[config.mk]
export PLATFORM = sky130hd
export DESIGN_NAME = booth4_mul
export DESIGN_NICKNAME = d
export VERILOG_FILES = /design/src/rtl/booth4_pkg.sv /design/src/rtl/booth4_recoder.sv /design/src/rtl/booth4_ppgen.sv /design/src/rtl/booth4_accum.sv /design/src/rtl/booth4_mul.sv
export SDC_FILE = /design/constraint.sdc
export NUM_CORES = 1
export LEC_CHECK = 0
export ABC_AREA = 0
export BUFFER_PORTS_ARGS = -buffer_cell sky130_fd_sc_hd__buf_2
export CORE_ASPECT_RATIO = 0.6
export CORE_UTILIZATION = 40
export CTS_CLUSTER_DIAMETER = 40
export DETAILED_ROUTE_END_ITERATION = 10
export PLACE_DENSITY = 0.68
export SLEW_MARGIN = 40
export SYNTH_ARGS = -nofsm -noshare
export SYNTH_HDL_FRONTEND = slang
export SYNTH_SLANG_ARGS = --single-unit
[constraint.sdc]
create_clock -name clk -period 6.72 [get_ports clk]
set_input_delay 0.672 -clock clk [delete_from_list [all_inputs] [get_ports clk]]
set_output_delay 0.672 -clock clk [all_outputs]
set_load 0.05 [all_outputs]
[src/rtl/booth4_pkg.sv]
package booth4_pkg;

  // One radix-4 signed digit: magnitude select (one or two) and sign.
  typedef struct packed {
    logic neg;
    logic two;
    logic one;
  } bdigit_t;

  localparam bdigit_t DIG_ZERO = '{neg: 1'b0, two: 1'b0, one: 1'b0};

  // Window {upper, middle, lower} -> signed digit.
  function automatic bdigit_t recode(input logic [2:0] win);
    bdigit_t d;
    unique case (win)
      3'b001, 3'b010: d = '{neg: 1'b0, two: 1'b0, one: 1'b1};
      3'b011:         d = '{neg: 1'b0, two: 1'b1, one: 1'b0};
      3'b100:         d = '{neg: 1'b1, two: 1'b1, one: 1'b0};
      3'b101, 3'b110: d = '{neg: 1'b1, two: 1'b0, one: 1'b1};
      default:        d = DIG_ZERO;
    endcase
    return d;
  endfunction

endpackage

[src/rtl/booth4_recoder.sv]
module booth4_recoder
  import booth4_pkg::*;
#(
  parameter int W  = 8,
  parameter int NG = (W + 2) / 2
) (
  input  logic                 signed_mode,
  input  logic [W-1:0]         mplier,
  output bdigit_t [NG-1:0]     digits
);

  localparam int EXT_BITS = 2 * NG - W;
  localparam bit TRIM_TOP = (W % 2 == 0);

  logic              ext_bit;
  logic [2*NG:0]     padded;

  assign ext_bit = signed_mode & mplier[W-1];
  assign padded  = {{EXT_BITS{ext_bit}}, mplier, 1'b0};

  for (genvar k = 0; k < NG; k++) begin : g_win
    bdigit_t raw;
    assign raw = recode(padded[2*k+2 -: 3]);
    if (TRIM_TOP && (k == NG - 1)) begin : g_trim
      assign digits[k] = signed_mode ? DIG_ZERO : raw;
    end else begin : g_keep
      assign digits[k] = raw;
    end
  end

endmodule

[src/rtl/booth4_ppgen.sv]
module booth4_ppgen
  import booth4_pkg::*;
#(
  parameter int W = 8
) (
  input  logic           signed_mode,
  input  logic [W-1:0]   mcand,
  input  bdigit_t        digit,
  output logic [W+1:0]   pp
);

  localparam int PW = W + 2;

  logic [PW-1:0] ext;
  logic [PW-1:0] mag;

  assign ext = {{2{signed_mode & mcand[W-1]}}, mcand};

  always_comb begin
    if (digit.two)      mag = ext << 1;
    else if (digit.one) mag = ext;
    else                mag = '0;
    pp = digit.neg ? (~mag + PW'(1)) : mag;
  end

endmodule

[src/rtl/booth4_accum.sv]
module booth4_accum #(
  parameter int W  = 8,
  parameter int NG = (W + 2) / 2
) (
  input  logic [NG-1:0][W+1:0] pps,
  output logic [2*W-1:0]       sum
);

  localparam int RW = 2 * W;

  function automatic logic [RW-1:0] weigh_and_add(input logic [NG-1:0][W+1:0] terms);
    logic [RW-1:0] acc;
    logic [RW-1:0] ext;
    acc = '0;
    for (int k = 0; k < NG; k++) begin
      ext = RW'($signed(terms[k]));
      acc = acc + (ext << (2 * k));
    end
    return acc;
  endfunction

  assign sum = weigh_and_add(pps);

endmodule

[src/rtl/booth4_mul.sv]
module booth4_mul
  import booth4_pkg::*;
#(
  parameter int W = 8
) (
  input  logic             clk,
  input  logic             rst_n,
  input  logic             in_valid,
  input  logic             signed_mode,
  input  logic [W-1:0]     mcand,
  input  logic [W-1:0]     mplier,
  output logic             out_valid,
  output logic [2*W-1:0]   product
);

  localparam int NG = (W + 2) / 2;
  localparam int PW = W + 2;

  bdigit_t [NG-1:0]     digits;
  logic [NG-1:0][PW-1:0] pps;
  logic [2*W-1:0]       sum_comb;

  booth4_recoder #(.W(W), .NG(NG)) u_rec (
    .signed_mode (signed_mode),
    .mplier      (mplier),
    .digits      (digits)
  );

  for (genvar k = 0; k < NG; k++) begin : g_pp
    booth4_ppgen #(.W(W)) u_pp (
      .signed_mode (signed_mode),
      .mcand       (mcand),
      .digit       (digits[k]),
      .pp          (pps[k])
    );
  end

  booth4_accum #(.W(W), .NG(NG)) u_acc (
    .pps (pps),
    .sum (sum_comb)
  );

  always_ff @(posedge clk) begin
    if (!rst_n) begin
      out_valid <= 1'b0;
      product   <= '0;
    end else begin
      out_valid <= in_valid;
      if (in_valid) product <= sum_comb;
    end
  end

endmodule

## After elaboration in Yosys (flattened, before gate mapping)

Cells that the tools add are included.

| operators by class | value |
|---|---|
| add/sub/neg operators | 9 |
| equality and inequality tests | 27 |
| mux-type cells | 21 |
| bitwise gates (word level) | 7 |
| reduce and logical (&&, ||, !) cells | 8 |

Operators by type and width:

| operator | number |
|---|---|
| 2-to-1 mux 10 bit | 12 |
| one-hot mux 3 bit (4 select lines) | 4 |
| adder 10 x 1 -> 10 bit, second input constant | 4 |
| inverter 10 bit | 4 |
| equality test 3 bit, second input constant | 12 |
| adder 16 bit | 2 |
| equality test 3 x 2 -> 1 bit, second input constant | 8 |
| 2-to-1 mux 8 bit | 3 |
| OR reduction 2 bit | 8 |
| adder 13 x 14 -> 15 bit | 1 |
| adder 10 x 12 -> 13 bit | 1 |
| equality test 3 x 1 -> 1 bit, second input constant | 4 |
| one-hot mux 3 bit (3 select lines) | 1 |
| adder 8 x 1 -> 8 bit, second input constant | 1 |
| inverter 8 bit | 1 |
| equality test 2 bit, second input constant | 2 |
| 2-to-1 mux 3 bit | 1 |
| bitwise AND 1 bit | 2 |
| equality test 2 x 1 -> 1 bit, second input constant | 1 |

| storage, ports and cells | value |
|---|---|
| flip-flop bits (word level) | 17 |

## Depth between registers and ports, before layout

Gate-level depths: netlist of run 1.

| depth | value |
|---|---|
| word-level depth | 12 |
| mapped depth | 31 |
| mapped depth without buffers | 28 |

## Cells and area by module

Synthesis of run 1 repeated with hierarchy kept, for this count alone.

| second synthesis, totals | value |
|---|---|
| cells, all modules | 512 |
| area, all modules | 4056.4 um2 |

By module, submodules not included:

| module | instances | cells an instance | area each (um2) | sequential area each (um2) |
|---|---|---|---|---|
| booth4_ppgen (g_pp[1].u_pp ...) | 4 | 57 | 386.6 | 0.0 |
| booth4_accum | 1 | 150 | 1297.5 | 0.0 |
| booth4_mul | 1 | 53 | 643.1 | 340.3 |
| booth4_ppgen (g_pp[0].u_pp) | 1 | 56 | 391.6 | 0.0 |
| booth4_recoder | 1 | 25 | 177.7 | 0.0 |

## Worst setup path after synthesis of run 1

OpenSTA, ideal clock, no wires.

| timing | value |
|---|---|
| kind | in2reg |
| from | input port mcand[1] |
| to | register product[15] |
| library setup time | 0.074 ns |
| data arrival time | 6.411 ns |
| required time | 6.646 ns |
| setup slack | 0.234 ns |
| stages | 31 |
| cell sequence | clkbuf_1 > clkbuf_1 > clkbuf_1 > nand2_1 > a21boi_0 > ha_1 > or3b_2 > a21oi_1 > nand2_1 > o21ai_0 > nand2_1 > o31ai_1 > a22oi_1 > fa_1 > inv_1 > ha_1 > o21ai_0 > nor2_1 > nor2_1 > nor2_1 > nor2_1 > xnor2_1 > fa_1 > fa_1 > a21o_1 > a211oi_1 > nor2_1 > o41a_1 > o21bai_1 > a21o_1 > a31oi_1 |

| on the way | value |
|---|---|
| cells in the longest elaborated chain, start to end | 9 |
| elaborated cells between the ends (all ways) | 29 |
| those cells by class | add/sub: 9; mux: 15; bitwise: 5 |

RTL lines:

| what | line | RTL |
|---|---|---|
| start, declared | booth4_mul.sv:10 | `input logic [W-1:0] mcand,` |
| 2-to-1 mux 10 bit | booth4_ppgen.sv:21 | `else if (digit.one) mag = ext;` |
| 2-to-1 mux 10 bit | booth4_ppgen.sv:20 | `if (digit.two) mag = ext << 1;` |
| inverter 10 bit | booth4_ppgen.sv:23 | `pp = digit.neg ? (~mag + PW'(1)) : mag;` |
| adder 10 x 1 -> 10 bit | booth4_ppgen.sv:23 |  |
| 2-to-1 mux 10 bit | booth4_ppgen.sv:23 |  |
| adder 10 x 12 -> 13 bit | booth4_accum.sv:17 | `acc = acc + (ext << (2 * k));` |
| adder 13 x 14 -> 15 bit | booth4_accum.sv:17 |  |
| adder 16 bit | booth4_accum.sv:17 |  |
| adder 16 bit (*) | booth4_accum.sv:17 |  |
| end signal, assigned | booth4_mul.sv:49 | `if (in_valid) product <= sum_comb;` |
| end, declared | booth4_mul.sv:13 | `output logic [2*W-1:0] product` |

Mark *: on every way between the ends. The rest lies on a longest branch, timed or not.
A chain may end at the register's enable or synchronous reset.

## Final worst setup path of run 1

| timing | value |
|---|---|
| from | input port mplier[1] |
| to | register product[15] |

| on the way | value |
|---|---|
| cells in the longest elaborated chain, start to end | 12 |
| elaborated cells between the ends (all ways) | 27 |
| those cells by class | add/sub: 6; eq/ne: 9; mux: 8; bitwise: 2; reduce/logical: 2 |

RTL lines:

| what | line | RTL |
|---|---|---|
| start, declared | booth4_mul.sv:11 | `input logic [W-1:0] mplier,` |
| equality test 3 bit (tied with other cells) | booth4_pkg.sv:15 | `unique case (win)` |
| OR reduction 2 bit | booth4_pkg.sv:15 |  |
| one-hot mux 3 bit (4 select lines) | booth4_pkg.sv:15 |  |
| 2-to-1 mux 10 bit | booth4_ppgen.sv:21 |  |
| 2-to-1 mux 10 bit | booth4_ppgen.sv:20 |  |
| inverter 10 bit | booth4_ppgen.sv:23 |  |
| adder 10 x 1 -> 10 bit | booth4_ppgen.sv:23 |  |
| 2-to-1 mux 10 bit | booth4_ppgen.sv:23 |  |
| adder 10 x 12 -> 13 bit (*) | booth4_accum.sv:17 |  |
| adder 13 x 14 -> 15 bit (*) | booth4_accum.sv:17 |  |
| adder 16 bit (*) (2 in a row) | booth4_accum.sv:17 |  |

Marks and branches as above.

==> results.sh, run 1 <==
export IMPL_status="finished clean"
export IMPL_dp_hpwl_um=9490
export IMPL_overflow=0
export IMPL_h_tree_depth=1
export IMPL_clkPwrFrac_pct=8.3
export IMPL_drtIter0Drc=503
export IMPL_critPathLaunchType="input port"
export IMPL_synthArstFlopShare_pct=0
export IMPL_yosysWarnings=0
export IMPL_crit_buf_inv=4
export IMPL_netlist_top_cells_area="fa_1 (9.3%), dfxtp_1 (8.3%), ha_1 (8.0%)"
export IMPL_fp_coreArea_sq_um=9880
export IMPL_cts_tree="yes"
export IMPL_ys_types=71
export IMPL_grt_max_degree=31
export IMPL_start_util_pct=41.3
export IMPL_cts_sinks=17
export IMPL_synth_edf_count=0
export IMPL_setup_tns_ns=0
export IMPL_finClkSkew_ns=0
export IMPL_clock_root_buffer="clkbuf_16"
export IMPL_dieHeight_um=80.2
export IMPL_synth_seq_cells=17
export IMPL_clock_latency_ns=0.24
export IMPL_max_cap_violations=0
export IMPL_fin_crit_sh_pct=95.2
export IMPL_antenna_found_initial=0
export IMPL_crit_arrival_ns=6.57
export IMPL_place_congestion=0.948
export IMPL_die_x_um=132
export IMPL_pin_count=37
export IMPL_end_kind="register"
export IMPL_ant_nets=0
export IMPL_drtPass1Iterations=7
export IMPL_yosysTopAreaCell="fa_1"
export IMPL_cellLeakagePower_uw=0.00200
export IMPL_internal_power_uw=701
export IMPL_synth_nets=626
export IMPL_holdCritPathClass="register to register"
export IMPL_period_needed_ns=6.40
export IMPL_critPathTopFamily="adder cells"
export IMPL_grt_first_pass_wirelength_um=19700
export IMPL_drc_errors=0
export IMPL_seqPwrFrac_pct=10.0
export IMPL_cts_made_buffers=3
export IMPL_fmax_ghz=0.156
export IMPL_die_area_sq_um=10600
export IMPL_drive_above_1_share_pct=15.0
export IMPL_max_slew_margin_pct=58.9
export IMPL_syn2layout_area_growth_pct=9.29
export IMPL_synth_avg_cell_area_sq_um=7.28
export IMPL_power_frac_comb_pct=81.7
export IMPL_p_per_area_nw_per_um2=315
export IMPL_seq_area_frac_synth_pct=8.34
export IMPL_num_antenna_cells=0
export IMPL_grt_pass1_vias=3912
export IMPL_worst_pin_slew_ns=0.609
export IMPL_report_final_slew_viol_count=0
export IMPL_cp_slowest_cell="fa_1"
export IMPL_setup_viol=0
export IMPL_vias=4319
export IMPL_wl_per_cell_um=16.6
export IMPL_numPortBuffers=36
export IMPL_syn_area_sq_um=4080
export IMPL_cts_hold_fix_buffers=0
export IMPL_power_uw=1410
export IMPL_via_per_inst=6.00
export IMPL_p_switching_uw=705
export IMPL_num_rows=28
export IMPL_fin_nets=651
export IMPL_cts_buffer_depth=2
export IMPL_clk_pin_slew_ns=0.05
export IMPL_worst_endpoint_required_ns=6.90
export IMPL_swShare_pct=50.1
export IMPL_slowest_delay_ns=0.55
export IMPL_path_common_cell="nor2_1"
export IMPL_wl_um=12000
export IMPL_fin_util_pct=45.1
export IMPL_gr_usage_all_layers_pct=23.2
export IMPL_crit_type="input port to register"
export IMPL_synth_flop_cell="dfxtp_1"
export IMPL_worstPathMaxFanout=9
export IMPL_ir_worst_vdd_mv=0.187
export IMPL_syn_inst=561
export IMPL_synth_top_area_share_pct=9.32
export IMPL_hold_viol=0
==> logic make-up (layout without fill, tap and decap cells) <==
logic type	after synthesis	count (layout)	synth area share, %
adder cells (fa/ha/maj)	45	45	17.3
buffers and inverters	83	107	10.4
XOR/XNOR	46	46	10.3
AO/OA/AOI/OAI	178	178	29.6
flip-flops	17	17	8.34
multiplexers	13	13	3.19
AND/OR/NAND/NOR	179	179	20.8
==> cell type report <==
cell class / instances / area, sq um
flip-flops and latches: 17 / 340
inverters: 40 / 150
multi-input cells: 461 / 3340
well taps: 135 / 169
repair buffers: 63 / 383
clock buffers: 4 / 78.8
fillers: 1027 / 5420
==> cell usage after synthesis (6+ instances only) <==
library cell,count
nand3_1,6
nor2b_1,15
nand2_1,70
clkbuf_8,7
nor3_1,12
and2_1,6
inv_1,39
a22oi_1,14
o21ai_0,42
o31ai_1,6
a21oi_1,30
fa_1,19
a31oi_1,9
xnor2_1,33
xor2_1,12
nor2_1,43
a21o_1,7
clkbuf_1,25
mux2i_1,13
ha_1,26
o211ai_1,12
dfxtp_1,17
==> power by group through the flow <==
stage	Combinational, uW	Clock (uW)	Sequential (uW)
after CTS	1140	121	142
final	1150	117	141
after floorplan	826	0	230
after global routing	1290	127	144
after detailed placement	1130	0	143
after global placement	1100	0	143
==> metrics by stage <==
step / hold slack [ns] / instances / area, sq um / setup slack [ns]
after floorplan: 0.698 / 561 / 4080 / 0.234
after global placement: 0.462 / 714 / 4340 / 0.260
after detailed placement: 0.466 / 714 / 4340 / 0.135
after CTS: 0.479 / 718 / 4420 / 0.346
after global routing: 0.505 / 720 / 4460 / -0.0437
final: 0.476 / 720 / 4460 / 0.322
==> placed cells by master (no fill, tap or decap), types with 15 or more instances in the layout <==
cell type | synthesis | final
ha_1 | 26 | 25
nor2b_1 | 15 | 15
buf_2 | 2 | 36
inv_1 | 39 | 39
nor2_1 | 43 | 43
a21oi_1 | 30 | 29
o21ai_0 | 42 | 41
buf_4 | 1 | 27
nand2_1 | 70 | 69
dfxtp_1 | 17 | 17
xnor2_1 | 33 | 33
fa_1 | 19 | 18
==> final timing paths <==
check | to | slack (ns) | startpoint | cells after the start
min reg2reg | product[5]$_SDFFE_PN0P_ | 0.48 | product[5]$_SDFFE_PN0P_ | 1
max reg2reg | product[15]$_SDFFE_PN0P_ | 6.05 | product[15]$_SDFFE_PN0P_ | 2
min | product[5]$_SDFFE_PN0P_ | 0.48 | product[5]$_SDFFE_PN0P_ | 1
max | product[15]$_SDFFE_PN0P_ | 0.32 | mplier[1] | 29
==> what timing repair did <==
action	CTS	global route
gates resized for setup	0	8
setup buffers	0	2
setup endpoints to repair	0	1
==> state kept, by name (all words and copies together) (netlist names) <==
name,flops
product,16
out_valid,1
==> layer usage <==
metal | wire length (um) | part of all wire (%) | vias up | global-route usage (%)
li1 | - | - | 2044 | -
met1 | 5940 | 50 | 2035 | 35.2
met2 | 4760 | 40 | 226 | 33.3
met3 | 1180 | 9.8 | 14 | 4.42
met4 | 88 | 0.74 | 0 | 4.48
met5 | 0 | 0 | - | 0
Note: power is estimated with default switching activity, not from simulation.
==> run 2: changes to the inputs <==
--- a/config.mk
+++ b/config.mk
@@ -12,5 +12,5 @@
 export CTS_CLUSTER_DIAMETER = 40
 export DETAILED_ROUTE_END_ITERATION = 10
-export PLACE_DENSITY = 0.68
+export MAX_ROUTING_LAYER = met4
 export SLEW_MARGIN = 40
 export SYNTH_ARGS = -nofsm -noshare
==> constraint.sdc (replaced) <==
create_clock -name clk -period 6.72 [get_ports clk]
set_input_delay 0.336 -clock clk [delete_from_list [all_inputs] [get_ports clk]]
set_output_delay 0.336 -clock clk [all_outputs]
set_load 0.05 [all_outputs]
==> results.sh, run 2 (synthesis results as in run 1) <==
export IMPL_dpl_cell_area_sq_um=4260
export IMPL_top_register="product"
export IMPL_design_area_sq_um=4360
export IMPL_worst_pin_slew_ns=0.658
export IMPL_period_needed_ns=6.18
export IMPL_dieHeight_um=80.2
export IMPL_drtPass1Iterations=5
export IMPL_report_final_slew_viol_count=0
export IMPL_start_util_pct=41.3
export IMPL_holdCritPathClass="register to register"
export IMPL_clk_pin_slew_ns=0.05
export IMPL_clock_latency_ns=0.24
export IMPL_fin_nets=638
export IMPL_final_common_cell="nand2_1"
export IMPL_path_common_cell="a21oi_1"
export IMPL_grt_max_degree=28
export IMPL_numPortBuffers=36
export IMPL_final_cell_mix="nand2_1 (70), nor2_1 (43), o21ai_0 (41), inv_1 (39), buf_2 (34)"
export IMPL_ir_worst_vdd_mv=0.236
export IMPL_num_rows=28
export IMPL_ant_nets=0
export IMPL_largest_reg_flops=16
export IMPL_reg_top3="product (16), out_valid (1)"
export IMPL_cts_hold_fix_buffers=0
export IMPL_cts_tree="yes"
export IMPL_gr_usage_all_layers_pct=23.7
export IMPL_cts_made_buffers=3
export IMPL_fin_util_pct=44.1
export IMPL_wl_per_cell_um=17.0
export IMPL_pin_count=37
export IMPL_place_congestion=0.935
export IMPL_critPathLaunchType="input port"
export IMPL_clock_root_buffer="clkbuf_16"
export IMPL_power_uw=1390
export IMPL_dp_hpwl_um=9340
export IMPL_crit_type="input port to register"
export IMPL_status="finished clean"
export IMPL_cp_slowest_cell="fa_1"
export IMPL_cts_buffer_depth=2
export IMPL_setup_tns_ns=0
export IMPL_num_antenna_cells=0
export IMPL_via_per_inst=5.83
export IMPL_p_per_area_nw_per_um2=318
export IMPL_syn2layout_area_growth_pct=6.84
export IMPL_worst_endpoint_required_ns=6.90
export IMPL_max_slew_margin_pct=55.9
export IMPL_slowest_delay_ns=0.54
export IMPL_end_kind="register"
export IMPL_hold_viol=0
export IMPL_setup_viol=0
export IMPL_vias=4125
export IMPL_wl_um=12000
export IMPL_drc_errors=0
export IMPL_die_area_sq_um=10600
export IMPL_cellLeakagePower_uw=0.00195
export IMPL_drive_above_1_share_pct=12.8
export IMPL_rsz0062_at_grt="no"
export IMPL_die_x_um=132
export IMPL_antenna_found_initial=0
export IMPL_fp_coreArea_sq_um=9880
export IMPL_grt_first_pass_wirelength_um=19700
export IMPL_drtIter0Drc=376
export IMPL_h_tree_depth=1
export IMPL_max_cap_violations=0
export IMPL_fin_crit_sh_pct=92.0
export IMPL_worstPathMaxFanout=25
export IMPL_crit_arrival_ns=6.36
export IMPL_cts_sinks=17
export IMPL_fmax_ghz=0.162
export IMPL_overflow=0
export IMPL_finClkSkew_ns=0
export IMPL_grt_pass1_vias=3818
[run 2: metrics by stage]
| stage | hold slack (ns) | setup WS, ns | cells |
|---|---|---|---|
| finish | 0.473 | 0.540 | 707 |
| global placement | 0.459 | 0.461 | 703 |
| global route | 0.492 | 0.0267 | 707 |
| CTS | 0.478 | 0.452 | 707 |
| detailed placement | 0.466 | 0.204 | 703 |
| floorplan | 0.571 | 0.570 | 561 |
[run 2: worst paths after layout]
path,startpoint,endpoint,slack [ns],cells after the start
setup / recovery,mplier[1],product[15]$_SDFFE_PN0P_,0.54,29
hold / removal,product[5]$_SDFFE_PN0P_,product[5]$_SDFFE_PN0P_,0.47,1
setup reg to reg,product[0]$_SDFFE_PN0P_,product[0]$_SDFFE_PN0P_,6.06,2
hold reg to reg,product[5]$_SDFFE_PN0P_,product[5]$_SDFFE_PN0P_,0.47,1
[run 2: timing repair]
action / CTS / global route
setup buffers: 0 / 0
endpoints found under the setup margin: 0 / 1
resized for setup: 0 / 6
[run 2: routing by layer]
metal	track usage, %	vias to the layer above	share of wire (%)
met3	3.41	7	8.3
met5	-	-	0
met4	1.95	0	0.37
met1	34.8	1915	51
li1	-	2020	-
met2	35.3	183	41
[run 2: cell type report]
type	count	area, sq um
Timing Repair Buffer	50	290
Clock inverter	1	5.00
Fill cell	1075	5520
Multi-Input combinational cell	461	3330
Clock buffer	3	75.1
Tap cell	135	169
Sequential cell	17	340
Inverter	40	150
[run 2: power by group]
| part | internal, uW | leakage, uW | total (uW) | switching, uW |
|---|---|---|---|---|
| sequential | 129 | 0.000141 | 140 | 10.8 |
| combinational | 482 | 0.00176 | 1130 | 649 |
| clock | 79.6 | 0.0000409 | 118 | 38.9 |
| total | 690 | 0.00195 | 1390 | 699 |
[run 2: critical path, delay by kind of cell]
family / cells / cell delay (ns)
AOI/OAI and AO/OA: 12 / 2.03
adders and majority gates: 5 / 1.91
buffers and inverters: 3 / 0.32
muxes: 1 / 0.18
and+or+nand+nor: 8 / 1.57
